`config.mk`:
```
export PLATFORM = sky130hd
export DESIGN_NAME = mw_host
export DESIGN_NICKNAME = d
export VERILOG_FILES = /design/src/rtl/mw_pkg.sv /design/src/rtl/mw_sk_gen.sv /design/src/rtl/mw_frame_build.sv /design/src/rtl/mw_host.sv
export SDC_FILE = /design/constraint.sdc
export NUM_CORES = 1
export LEC_CHECK = 0
export CAP_MARGIN = 20
export CORE_MARGIN = 2
export CORE_UTILIZATION = 55
export CTS_BUF_LIST = sky130_fd_sc_hd__clkbuf_16
export DETAILED_ROUTE_END_ITERATION = 7
export PLACE_DENSITY_LB_ADDON = 0.1
export SKIP_CTS_REPAIR_TIMING = 1
export SYNTH_ARGS = -nofsm -noshare
export SYNTH_HDL_FRONTEND = slang
export SYNTH_SLANG_ARGS = --single-unit
```
`constraint.sdc`:
```
create_clock -name clk -period 2.95 [get_ports clk]
set_input_delay 0.59 -clock clk [delete_from_list [all_inputs] [get_ports clk]]
set_output_delay 0.59 -clock clk [all_outputs]
set_load 0.02 [all_outputs]
```
`src/rtl/mw_pkg.sv`:
```
package mw_pkg;

   typedef enum logic [2:0] {
      CMD_READ      = 3'd0,
      CMD_WRITE     = 3'd1,
      CMD_ERASE     = 3'd2,
      CMD_WR_ON     = 3'd3,
      CMD_WR_OFF    = 3'd4,
      CMD_ERASE_ALL = 3'd5,
      CMD_WRITE_ALL = 3'd6
   } mw_cmd_e;

   typedef enum logic [1:0] {
      ST_IDLE,
      ST_FRAME,
      ST_GAP,
      ST_POLL
   } mw_state_e;

   // commands that start an internal program cycle and need polling
   function automatic logic is_program(input logic [2:0] c);
      return (c == CMD_WRITE) || (c == CMD_ERASE) ||
             (c == CMD_ERASE_ALL) || (c == CMD_WRITE_ALL);
   endfunction

endpackage

```
`src/rtl/mw_sk_gen.sv`:
```
module mw_sk_gen #(
   parameter int CLK_HALF = 4
) (
   input  logic clk,
   input  logic rst_n,
   input  logic run,
   output logic sk,
   output logic slot_end
);
   localparam int HW = (CLK_HALF > 1) ? $clog2(CLK_HALF) : 1;

   logic [HW-1:0] cnt;
   logic          ph;
   logic          wrap;

   assign wrap     = (cnt == HW'(CLK_HALF - 1));
   assign slot_end = run && ph && wrap;
   assign sk       = ph;

   always_ff @(posedge clk or negedge rst_n) begin
      if (!rst_n) begin
         cnt <= '0;
         ph  <= 1'b0;
      end else if (!run) begin
         cnt <= '0;
         ph  <= 1'b0;
      end else if (wrap) begin
         cnt <= '0;
         ph  <= ~ph;
      end else begin
         cnt <= cnt + 1'b1;
      end
   end

   // a phase never ends before CLK_HALF cycles have elapsed
   a_r9_phase_hold : assert property (@(posedge clk) disable iff (!rst_n)
      (run && !wrap) |=> (ph == $past(ph)));

endmodule

```
`src/rtl/mw_frame_build.sv`:
```
module mw_frame_build
   import mw_pkg::*;
#(
   parameter int ADDR_W  = 11,
   parameter int WORD_W  = 16,
   parameter int FRAME_W = 3 + ADDR_W + WORD_W,
   parameter int CNT_W   = $clog2(FRAME_W + 1)
) (
   input  logic [2:0]         cmd,
   input  logic               wide,
   input  logic [ADDR_W-1:0]  addr,
   input  logic [WORD_W-1:0]  wdata,
   output logic [FRAME_W-1:0] frame,
   output logic [CNT_W-1:0]   len,
   output logic [CNT_W-1:0]   rx_first
);
   localparam int AW_N   = ADDR_W;
   localparam int AW_W   = ADDR_W - 1;
   localparam int BYTE_W = WORD_W / 2;

   logic [1:0]        op;
   logic [1:0]        top;
   logic              use_top;
   logic              has_data;
   logic              is_rd;
   logic [AW_W-1:0]   a_w;
   logic [AW_N-1:0]   a_n;
   logic [WORD_W-1:0] d_w;
   logic [BYTE_W-1:0] d_n;

   always_comb begin
      op       = 2'b00;
      top      = 2'b00;
      use_top  = 1'b0;
      has_data = 1'b0;
      is_rd    = 1'b0;
      case (cmd)
         CMD_READ:      begin op = 2'b10; is_rd = 1'b1; end
         CMD_WRITE:     begin op = 2'b01; has_data = 1'b1; end
         CMD_ERASE:     op = 2'b11;
         CMD_WR_ON:     begin use_top = 1'b1; top = 2'b11; end
         CMD_ERASE_ALL: begin use_top = 1'b1; top = 2'b10; end
         CMD_WRITE_ALL: begin use_top = 1'b1; top = 2'b01; has_data = 1'b1; end
         default:       begin use_top = 1'b1; top = 2'b00; end
      endcase

      a_w = use_top ? {top, {(AW_W-2){1'b0}}} : addr[AW_W-1:0];
      a_n = use_top ? {top, {(AW_N-2){1'b0}}} : addr;
      d_w = has_data ? wdata : '0;
      d_n = has_data ? wdata[BYTE_W-1:0] : '0;

      if (wide) begin
         frame    = {1'b1, op, a_w, d_w, 1'b0};
         len      = (is_rd || has_data) ? CNT_W'(3 + AW_W + WORD_W) : CNT_W'(3 + AW_W);
         rx_first = is_rd ? CNT_W'(3 + AW_W) : CNT_W'(FRAME_W);
      end else begin
         frame    = {1'b1, op, a_n, d_n, {(WORD_W-BYTE_W){1'b0}}};
         len      = (is_rd || has_data) ? CNT_W'(3 + AW_N + BYTE_W) : CNT_W'(3 + AW_N);
         rx_first = is_rd ? CNT_W'(3 + AW_N) : CNT_W'(FRAME_W);
      end
   end

endmodule

```
`src/rtl/mw_host.sv`:
```
module mw_host
   import mw_pkg::*;
#(
   parameter int ADDR_W   = 11,
   parameter int WORD_W   = 16,
   parameter int CLK_HALF = 4,
   parameter int GAP_CYC  = 6,
   parameter int POLL_MAX = 1000,
   parameter bit SYNC_DO  = 1'b1
) (
   input  logic              clk,
   input  logic              rst_n,
   input  logic              cfg_wide,
   input  logic              cfg_auto_lock,
   input  logic              req_valid,
   output logic              req_ready,
   input  logic [2:0]        req_cmd,
   input  logic [ADDR_W-1:0] req_addr,
   input  logic [WORD_W-1:0] req_wdata,
   output logic              rsp_valid,
   output logic [WORD_W-1:0] rsp_rdata,
   output logic              rsp_err,
   output logic              mw_cs,
   output logic              mw_sk,
   output logic              mw_di,
   input  logic              mw_do
);
   localparam int FRAME_W = 3 + ADDR_W + WORD_W;
   localparam int CNT_W   = $clog2(FRAME_W + 1);
   localparam int WMAX    = (GAP_CYC > POLL_MAX) ? GAP_CYC : POLL_MAX;
   localparam int WC_W    = $clog2(WMAX + 1);

   // elaboration-time parameter checks
   if (WORD_W < 4 || (WORD_W % 2) != 0) begin : g_chk_word
      $error("WORD_W must be even and at least 4");
   end
   if (ADDR_W < 3) begin : g_chk_addr
      $error("ADDR_W must be at least 3");
   end
   if (CLK_HALF < (SYNC_DO ? 3 : 1)) begin : g_chk_half
      $error("CLK_HALF too small for the data-out sampling path");
   end
   if (GAP_CYC < 2) begin : g_chk_gap
      $error("GAP_CYC must be at least 2");
   end
   if (POLL_MAX < 1) begin : g_chk_poll
      $error("POLL_MAX must be at least 1");
   end

   mw_state_e          st;
   logic [FRAME_W-1:0] shreg;
   logic [CNT_W-1:0]   slot, len_q, rx_q;
   logic [WC_W-1:0]    wait_cnt;
   logic [WORD_W-1:0]  rdata;
   logic               need_poll, need_lock, err_q, cs_q, rsp_q;
   logic               do_s, slot_end;
   logic [2:0]         fb_cmd;
   logic [FRAME_W-1:0] fb_frame;
   logic [CNT_W-1:0]   fb_len, fb_rx;

   // data-out sampling path: optional two-flop synchronizer
   if (SYNC_DO) begin : g_do_sync
      logic [1:0] sy;
      always_ff @(posedge clk or negedge rst_n) begin
         if (!rst_n) sy <= 2'b00;
         else        sy <= {sy[0], mw_do};
      end
      assign do_s = sy[1];
   end else begin : g_do_raw
      assign do_s = mw_do;
   end

   assign fb_cmd = (st == ST_IDLE) ? req_cmd : 3'(CMD_WR_OFF);

   mw_frame_build #(
      .ADDR_W (ADDR_W),
      .WORD_W (WORD_W),
      .FRAME_W(FRAME_W),
      .CNT_W  (CNT_W)
   ) u_frame (
      .cmd     (fb_cmd),
      .wide    (cfg_wide),
      .addr    (req_addr),
      .wdata   (req_wdata),
      .frame   (fb_frame),
      .len     (fb_len),
      .rx_first(fb_rx)
   );

   mw_sk_gen #(.CLK_HALF(CLK_HALF)) u_sk (
      .clk     (clk),
      .rst_n   (rst_n),
      .run     (st == ST_FRAME),
      .sk      (mw_sk),
      .slot_end(slot_end)
   );

   always_ff @(posedge clk or negedge rst_n) begin
      if (!rst_n) begin
         st        <= ST_IDLE;
         shreg     <= '0;
         slot      <= '0;
         len_q     <= '0;
         rx_q      <= '0;
         wait_cnt  <= '0;
         rdata     <= '0;
         need_poll <= 1'b0;
         need_lock <= 1'b0;
         err_q     <= 1'b0;
         cs_q      <= 1'b0;
         rsp_q     <= 1'b0;
      end else begin
         rsp_q <= 1'b0;
         case (st)
            ST_IDLE: if (req_valid) begin
               shreg     <= fb_frame;
               len_q     <= fb_len;
               rx_q      <= fb_rx;
               slot      <= '0;
               rdata     <= '0;
               err_q     <= 1'b0;
               need_poll <= is_program(req_cmd);
               need_lock <= is_program(req_cmd) && cfg_auto_lock;
               cs_q      <= 1'b1;
               st        <= ST_FRAME;
            end
            ST_FRAME: if (slot_end) begin
               if (slot >= rx_q) rdata <= {rdata[WORD_W-2:0], do_s};
               shreg <= shreg << 1;
               slot  <= slot + 1'b1;
               if (slot == len_q - 1'b1) begin
                  cs_q     <= 1'b0;
                  wait_cnt <= '0;
                  st       <= ST_GAP;
               end
            end
            ST_GAP: if (wait_cnt == WC_W'(GAP_CYC - 1)) begin
               wait_cnt <= '0;
               if (need_poll) begin
                  need_poll <= 1'b0;
                  cs_q      <= 1'b1;
                  st        <= ST_POLL;
               end else if (need_lock) begin
                  need_lock <= 1'b0;
                  shreg     <= fb_frame;
                  len_q     <= fb_len;
                  rx_q      <= fb_rx;
                  slot      <= '0;
                  cs_q      <= 1'b1;
                  st        <= ST_FRAME;
               end else begin
                  rsp_q <= 1'b1;
                  st    <= ST_IDLE;
               end
            end else begin
               wait_cnt <= wait_cnt + 1'b1;
            end
            ST_POLL: if (do_s) begin
               cs_q     <= 1'b0;
               wait_cnt <= '0;
               st       <= ST_GAP;
            end else if (wait_cnt == WC_W'(POLL_MAX - 1)) begin
               err_q     <= 1'b1;
               need_lock <= 1'b0;
               cs_q      <= 1'b0;
               wait_cnt  <= '0;
               st        <= ST_GAP;
            end else begin
               wait_cnt <= wait_cnt + 1'b1;
            end
            default: st <= ST_IDLE;
         endcase
      end
   end

   assign req_ready = (st == ST_IDLE);
   assign rsp_valid = rsp_q;
   assign rsp_rdata = rdata;
   assign rsp_err   = err_q;
   assign mw_cs     = cs_q;
   assign mw_di     = (st == ST_FRAME) ? shreg[FRAME_W-1] : 1'b0;

   // idle implies the bus is released
   a_r1_ready_cs_low : assert property (@(posedge clk) disable iff (!rst_n)
      req_ready |-> !mw_cs);
   // completion is a single-cycle pulse
   a_r1_rsp_pulse : assert property (@(posedge clk) disable iff (!rst_n)
      rsp_valid |=> !rsp_valid);
   // no clock activity while deselected
   a_r2_sk_low_deselected : assert property (@(posedge clk) disable iff (!rst_n)
      !mw_cs |-> !mw_sk);
   // data-in holds across each rising clock edge
   a_r2_di_stable_rise : assert property (@(posedge clk) disable iff (!rst_n)
      $rose(mw_sk) |-> $stable(mw_di));
   // clock stays low and select high while polling
   a_r6_poll_quiet : assert property (@(posedge clk) disable iff (!rst_n)
      (st == ST_POLL) |-> (mw_cs && !mw_sk));
   // a deselect lasts more than one cycle
   a_r9_gap_min : assert property (@(posedge clk) disable iff (!rst_n)
      $fell(mw_cs) |=> !mw_cs);

endmodule

```
==> summary.txt, run 1 <==
Layout
  – Util after Layout: 71.6%
  – Antenna Cells: 0
  – Fraction of layout cells with a size suffix above 1: 10.8%
  – Area Overhead vs Synth: 24.8%
  – Final net count: 513

Floorplanning
  – Die ar.: 0.00832 mm2
  – IO Count: 58
  – Die Span X: 91.2 um
  – Core area: 0.00729 mm2
  – Std cell rows: 31
  – Starting Density: 57.3%
  – Die height: 91.2 um

STA
  – Final setup viols: 0
  – Period utilization: 92.8%
  – Minimum clock period: 2.74 ns
  – Slew @ Worst Pin: 0.718 ns
  – Layout Skew: 0.00604 ns
  – Final Hold Viols: 0
  – Hold Slack: 0.207 ns
  – Setup Total Neg Slack: 0 ns
  – Max-slew violations: 0
  – Max Clk Rate: 365 MHz
  – Slew headroom: 52.1%
  – RSZ-0062 raised after global routing: no

Yosys
  – Net count after synthesis: 454
  – Post-synthesis sequential area ratio: 47.9%
  – Number of synthesized flops with an enable pin: 0
  – Yosys warnings: 0
  – Synthesis-stage register bit count: 80
  – Fraction of registers with async set/reset: 100%
  – Mapped Cells: 408
  – Yosys cell types: 60
  – Syn avg cell area: 10.2 um2
  – Synthesized cell area: 0.00418 mm2
  – Primary FF master, synth: dfrtp_1

Worst setup path
  – CP max stage cell: dfrtp_1
  – Critical path startpoint category: register
  – Critical path class: reg2out
  – WP data arrival: 2.15 ns
  – Worst-path maximum fanout: 18
  – Crit path buf inv count: 3
  – Slowest stage delay, CP: 0.80 ns
  – Worst setup EP type: output pin
  – Delay-heaviest family, CP: buffers and inverters
  – Worst reg2reg setup slack: 0.31 ns
  – Critical path, cell by cell: clkinv_1 > nand2_1 > inv_1 > clkdlybuf4s50_1
  – WP data required: 2.36 ns

Routing
  – Drt wl/cell: 17.0 um
  – Post-route DRC violation count: 0
  – Initial drt markers: 214
  – Pre-antenna DRT Iters: 5
  – Via/cell ratio: 5.98
  – Vias: 3410
  – Remaining antenna violation count after routing: 0
  – Drt total wl: 9670 um

Pwr
  – Cell Pwr Density: 700 mW/mm2
  – Maximum VDD drop: 0.307 mV
  – Leakage: 0.00230 uW

GRT
  – GR Overflow Total: 0
  – Total Routing Usage GR: 24.3%
  – Largest net degree at the start of global routing: 81
  – Initial antenna violation count: 0
  – First-pass GRT wire length: 16200 um
  – Vias in the first global route: 3328

CTS
  – CTS tree: yes
  – H-tree depth: 3
  – Clock Tree Buf Depth: 2
  – Clk root buf: clkbuf_16
  – CTS Buf Count: 9
  – Reg clk slew, reported paths: 0.06 ns
  – Number of clock sinks: 80
  – Clk_lat worst skew: 0.33 ns

Worst hold path
  – Worst hold path type: in2async

Placed design
  – Routability congestion estimate: 0.861
  – Port Buf Inserts: 57
  – HPWL after detailed placement: 6490 um

Flow run
  – Max_cap viols: 0

Run status
  – Status: finished, final reports clean
==> path summary, 6_finish.rpt <==
path,startpoint,to,depth (start not counted)
min,rst_n,rsp_rdata[11]$_DFFE_PN0P_,1
max reg2reg,wait_cnt[5]$_DFFE_PN0P_,len_q[1]$_DFFE_PN0P_,6
min reg2reg,g_do_sync.sy[0]$_DFF_PN0_,g_do_sync.sy[1]$_DFF_PN0_,0
min in group clk,g_do_sync.sy[0]$_DFF_PN0_,g_do_sync.sy[1]$_DFF_PN0_,0
max,st[0]$_DFFE_PN0P_,req_ready,4
max in group asynchronous,rst_n,shreg[9]$_DFFE_PN0P_,2
==> power breakdown <==
| part | internal (uW) | switching (uW) | total (uW) |
|---|---|---|---|
| sequential | 1330 | 208 | 1540 |
| combinational | 456 | 517 | 974 |
| clock | 726 | 416 | 1140 |
==> worst register-to-register path: stages (launching register included) <==
cell	delay, ns
dfrtp_1	0.43
or4_1	0.56
or4_4	0.52
or2_4	0.26
a21oi_4	0.33
buf_4	0.21
mux2i_1	0.24
==> cell usage after synthesis (10+ instances only) <==
library cell | instances | area [um2]
mux2i_1 | 12 | 120
a32o_1 | 17 | 170
o21ai_0 | 13 | 65.1
clkbuf_1 | 19 | 71.3
a21oi_1 | 24 | 120
nand2_1 | 22 | 82.6
inv_1 | 17 | 63.8
dfrtp_1 | 80 | 2000
ha_1 | 10 | 125
mux2_2 | 14 | 158
a221o_1 | 12 | 120
nor2_1 | 39 | 146
nand3_1 | 11 | 55.1
==> area by class of cell <==
class,instances,area [um2]
clock buffer,9,225
clock inverter,6,76.3
fill,555,2070
inverter,18,67.6
multi-input combinational,285,2000
sequential,80,2000
tap,99,124
timing repair buffer,73,721
==> cells by family after synthesis <==
kind of cell	synth area share [%]
compound gates	19.9
xor+xnor	2.30
fa+ha+maj	2.99
buf+inv	4.31
flops	47.9
mux	6.64
simple gates	16.0
==> routing by layer <==
metal / up-vias / share of wire [%] / global-route usage [%]
met5: - / 0 / 0
met4: 0 / 2.1 / 8.96
met3: 19 / 3.9 / 3.90
met2: 79 / 49 / 39.3
met1: 1686 / 45 / 33.1
li1: 1626 / - / -
==> placed cells by master (no fill, tap or decap), types with 3 or more instances in the layout <==
cell,n
dfrtp_1,80
clkdlybuf4s50_1,56
nor2_1,39
a21oi_1,24
nand2_1,22
inv_1,18
a32o_1,17
buf_4,15
mux2_2,14
o21ai_0,13
a221o_1,12
mux2i_1,12
nand3_1,11
ha_1,10
clkbuf_16,9
nor3_1,8
and3_1,8
a221oi_1,8
and2_1,8
xnor2_1,7
or3_1,5
a211o_1,5
nor4_1,4
xor2_1,4
o21ai_1,4
nor3b_1,4
clkinv_1,3
nand2b_1,3
nor2b_1,3
and3b_1,3
a22o_1,3
==> registers in the layout (all words and copies together), names as in the netlist <==
name,flops
g_do_sync.sy,2
len_q,5
mw_cs,1
need_lock,1
need_poll,1
rsp_err,1
rsp_rdata,16
rsp_valid,1
rx_q,3
shreg,29
slot,5
st,2
u_sk.cnt,2
u_sk.sk,1
wait_cnt,10
==> through the flow <==
stage                     worst slack, ns  total power, uW  cells  cell area, um2
after global placement              0.327             2450    553            4880
after global routing                0.115             3860    570            5220
after detailed placement            0.297             2500    553            4880
final                               0.212             3650    570            5220
after CTS                           0.263             3660    568            5180
after floorplan                     0.642             2160    408            4180
(Power assumes the default switching activity.)
==> run 2, diff against run 1 <==
CORE_UTILIZATION = 35   (was 55)
SYNTH_HIERARCHICAL = 1   (was default)
==> run 2 against run 1 <==
Against the previous run: combinational power increased by 140%; largest cell class unchanged; cell count increased by 28%; worst setup slack improved by 0.083 ns; non-clock buffer count decreased by 4; die area increased by 70%; total power increased by 45%; via count increased by 6.1%; worst hold slack improved by 0.0096 ns; global-route usage decreased by 8.5 points.
==> summary.txt, run 2 <==
Run status
  – Status: finished, final reports clean (unchanged)

GRT
  – Vias in the first global route: 3742 (was 3328)
  – Met2 Resource Use GR: 25.0% (was 39.3%)
  – M3 GR Usage: 4.07% (was 3.90%)
  – Met1 usage: 21.0% (was 33.1%)
  – GR Overflow Total: 0 (unchanged)
  – Most Crowded Layer GR: met2 (unchanged)
  – Largest net degree at the start of global routing: 47 (was 81)
  – Initial antenna violation count: 0 (unchanged)
  – First-pass GRT wire length: 18000 um (was 16200 um)
  – Total Routing Usage GR: 15.8% (was 24.3%)

Floorplanning
  – Core area: 0.0131 mm2 (was 0.00729 mm2)
  – Die Span X: 119 um (was 91.2 um)
  – Die height: 119 um (was 91.2 um)
  – Die ar.: 0.0142 mm2 (was 0.00832 mm2)
  – IO Count: 58 (unchanged)
  – Starting Density: 35.4% (was 57.3%)
  – Std cell rows: 42 (was 31)

Yosys
  – Fraction of registers with async set/reset: 100% (unchanged)
  – Number of synthesized flops with an enable pin: 0 (unchanged)
  – Post-synthesis sequential area ratio: 44.9% (was 47.9%)
  – Syn avg cell area: 9.31 um2 (was 10.2 um2)
  – Synth Area in Adders: 2.70% (was 2.99%)
  – Synthesized cell area: 0.00463 mm2 (was 0.00418 mm2)
  – Yosys warnings: 6 (was 0)
  – Synth Area in Compound Gates: 13.2% (was 19.9%)
  – Simple-gate share of the synthesized area: 21.1% (was 16.0%)
  – Mapped Cells: 497 (was 408)
  – Synth area leader: dfrtp_1 (unchanged)
  – Yosys cell types: 68 (was 60)
  – Synthesis-stage register bit count: 83 (was 80)
  – Synth Area in XOR/XNOR: 1.51% (was 2.30%)
  – Primary FF master, synth: dfrtp_1 (unchanged)
  – Most frequent cell after synthesis: dfrtp_1 (unchanged)
  – Largest family of logic cells by synthesized area: simple AND/OR/NAND/NOR gates (was compound AO/OA/AOI/OAI gates)
  – Post-synthesis mux area share: 10.1% (was 6.64%)
  – Share of Yosys cell area claimed by the top area cell type: 44.9% (was 47.9%)
  – Commonest cells post-synth: dfrtp_1, nor2_1, nand2_1 (was dfrtp_1, nor2_1, a21oi_1)
  – Synth area leaders: dfrtp_1, mux2i_1, nor2_1, nand2_1, o22ai_1 (was dfrtp_1, a32o_1, mux2_2, nor2_1, ha_1)

Routing
  – Remaining antenna violation count after routing: 0 (unchanged)
  – Via/cell ratio: 4.97 (was 5.98)
  – Vias: 3617 (was 3410)
  – Drt total wl: 10400 um (was 9670 um)
  – Pre-antenna DRT Iters: 4 (was 5)
  – Initial drt markers: 182 (was 214)
  – Post-route DRC violation count: 0 (unchanged)
  – Drt wl/cell: 14.2 um (was 17.0 um)

STA
  – Max-slew violations: 0 (unchanged)
  – Setup Total Neg Slack: 0 ns (unchanged)
  – Max Clk Rate: 377 MHz (was 365 MHz)
  – Final setup viols: 0 (unchanged)
  – Slew headroom: 47.3% (was 52.1%)
  – RSZ-0062 raised after global routing: no (unchanged)
  – Final Worst Setup Slack: 0.295 ns (was 0.212 ns)
  – Minimum clock period: 2.65 ns (was 2.74 ns)
  – Layout Skew: 0.00662 ns (was 0.00604 ns)
  – Slew @ Worst Pin: 0.780 ns (was 0.718 ns)
  – Final Hold Viols: 0 (unchanged)
  – Period utilization: 90.0% (was 92.8%)

Worst setup path
  – WP data arrival: 2.88 ns (was 2.15 ns)
  – Worst reg2reg setup slack: 0.30 ns (was 0.31 ns)
  – Worst-path maximum fanout: 27 (was 18)
  – Worst setup EP type: register (was output pin)
  – Critical path class: reg2reg (was reg2out)
  – WP data required: 3.18 ns (was 2.36 ns)
  – Critical path startpoint category: register (unchanged)

Layout
  – Final net count: 594 (was 513)
  – Most common cell after layout, fill and taps aside: dfrtp_1 (unchanged)
  – Max reg flops: 30 (was 29)
  – Commonest non-fill, non-tap cells in the layout: dfrtp_1, nor2_1, nand2_1, clkdlybuf4s50_1, mux2i_1 (was dfrtp_1, clkdlybuf4s50_1, nor2_1, a21oi_1, nand2_1)
  – Count of non-filler cells in the finished layout: 728 (was 570)
  – Largest Register: shreg (unchanged)
  – Area Overhead vs Synth: 22.1% (was 24.8%)
  – Antenna Cells: 0 (unchanged)
  – Fraction of layout cells with a size suffix above 1: 9.78% (was 10.8%)

Placed design
  – Port Buf Inserts: 57 (unchanged)
  – Place WS: 0.283 ns (was 0.297 ns)
  – Placed Instances: 713 (was 553)
  – Routability congestion estimate: 0.792 (was 0.861)
  – HPWL after detailed placement: 7170 um (was 6490 um)

Flow run
  – Max_cap viols: 0 (unchanged)

CTS
  – CTS tree: yes (unchanged)
  – CTS Buf Count: 9 (unchanged)
  – Number of clock sinks: 83 (was 80)
  – Clk_lat worst skew: 0.34 ns (was 0.33 ns)
  – Clock Tree Buf Depth: 2 (unchanged)
  – Clk root buf: clkbuf_16 (unchanged)
  – Reg clk slew, reported paths: 0.06 ns (about the same)
  – H-tree depth: 3 (unchanged)

Pwr
  – Cell Pwr Density: 940 mW/mm2 (was 700 mW/mm2)
  – Maximum VDD drop: 0.341 mV (was 0.307 mV)
  – Leakage: 0.00264 uW (was 0.00230 uW)

Worst hold path
  – Worst hold path type: in2async (unchanged)
run 2: per-stage QoR:
stage	instance area [um2]	util (%)	power, uW	hold WS, ns
finish	5650	43.2	5310	0.217
global route	5650	43.2	5770	0.256
CTS	5650	43.2	5390	0.237
detailed placement	5380	41.1	4280	0.351
global placement	5380	41.1	4230	0.343
floorplan	4650	-	3510	0.294
run 2: where the power goes:
group	internal, uW	switching, uW	total, uW
Combinational	1080	1240	2320
Sequential	1590	321	1910
Clock	637	438	1080
Total	3310	2000	5310
run 2: cell type report:
type / count / area [um2]
fill: 1310 / 7430
multi-input combinational: 352 / 2270
sequential: 83 / 2080
timing repair buffer: 69 / 683
clock buffer: 9 / 225
tap: 176 / 220
inverter: 33 / 124
clock inverter: 6 / 50.0
run 2: routing by layer:
| layer | share of wire [%] | vias up |
|---|---|---|
| li1 | - | 1804 |
| met1 | 49 | 1729 |
| met2 | 46 | 74 |
| met3 | 4.1 | 10 |
| met4 | 1.3 | 0 |
| met5 | 0 | - |
run 2: worst paths after layout:
path	startpoint	endpoint	cells past startpoint
max	wait_cnt[1]$_DFFE_PN0P_	len_q[1]$_DFFE_PN0P_	7
min	rst_n	wait_cnt[5]$_DFFE_PN0P_	1
max reg2reg	wait_cnt[1]$_DFFE_PN0P_	len_q[1]$_DFFE_PN0P_	7
min reg2reg	g_do_sync.sy[0]$_DFF_PN0_	g_do_sync.sy[1]$_DFF_PN0_	0
max in group asynchronous	rst_n	shreg[18]$_DFFE_PN0P_	2
min in group clk	g_do_sync.sy[0]$_DFF_PN0_	g_do_sync.sy[1]$_DFF_PN0_	0
run 2: logic make-up (layout without fill, tap and decap cells):
group           after synthesis  count (layout)
flops                        83              83
other cells                   2               5
xor+xnor                      8               8
buf+inv                      65             117
compound gates               83              83
fa+ha+maj                    10              10
mux                          44              44
simple gates                202             202
run 2: critical path, stage by stage (launching register included):
cell	delay, ns
dfrtp_1	0.40
inv_1	0.08
ha_1	0.12
or4b_1	0.42
or4_1	0.48
o32ai_4	0.39
nand2_4	0.27
mux2_4	0.36
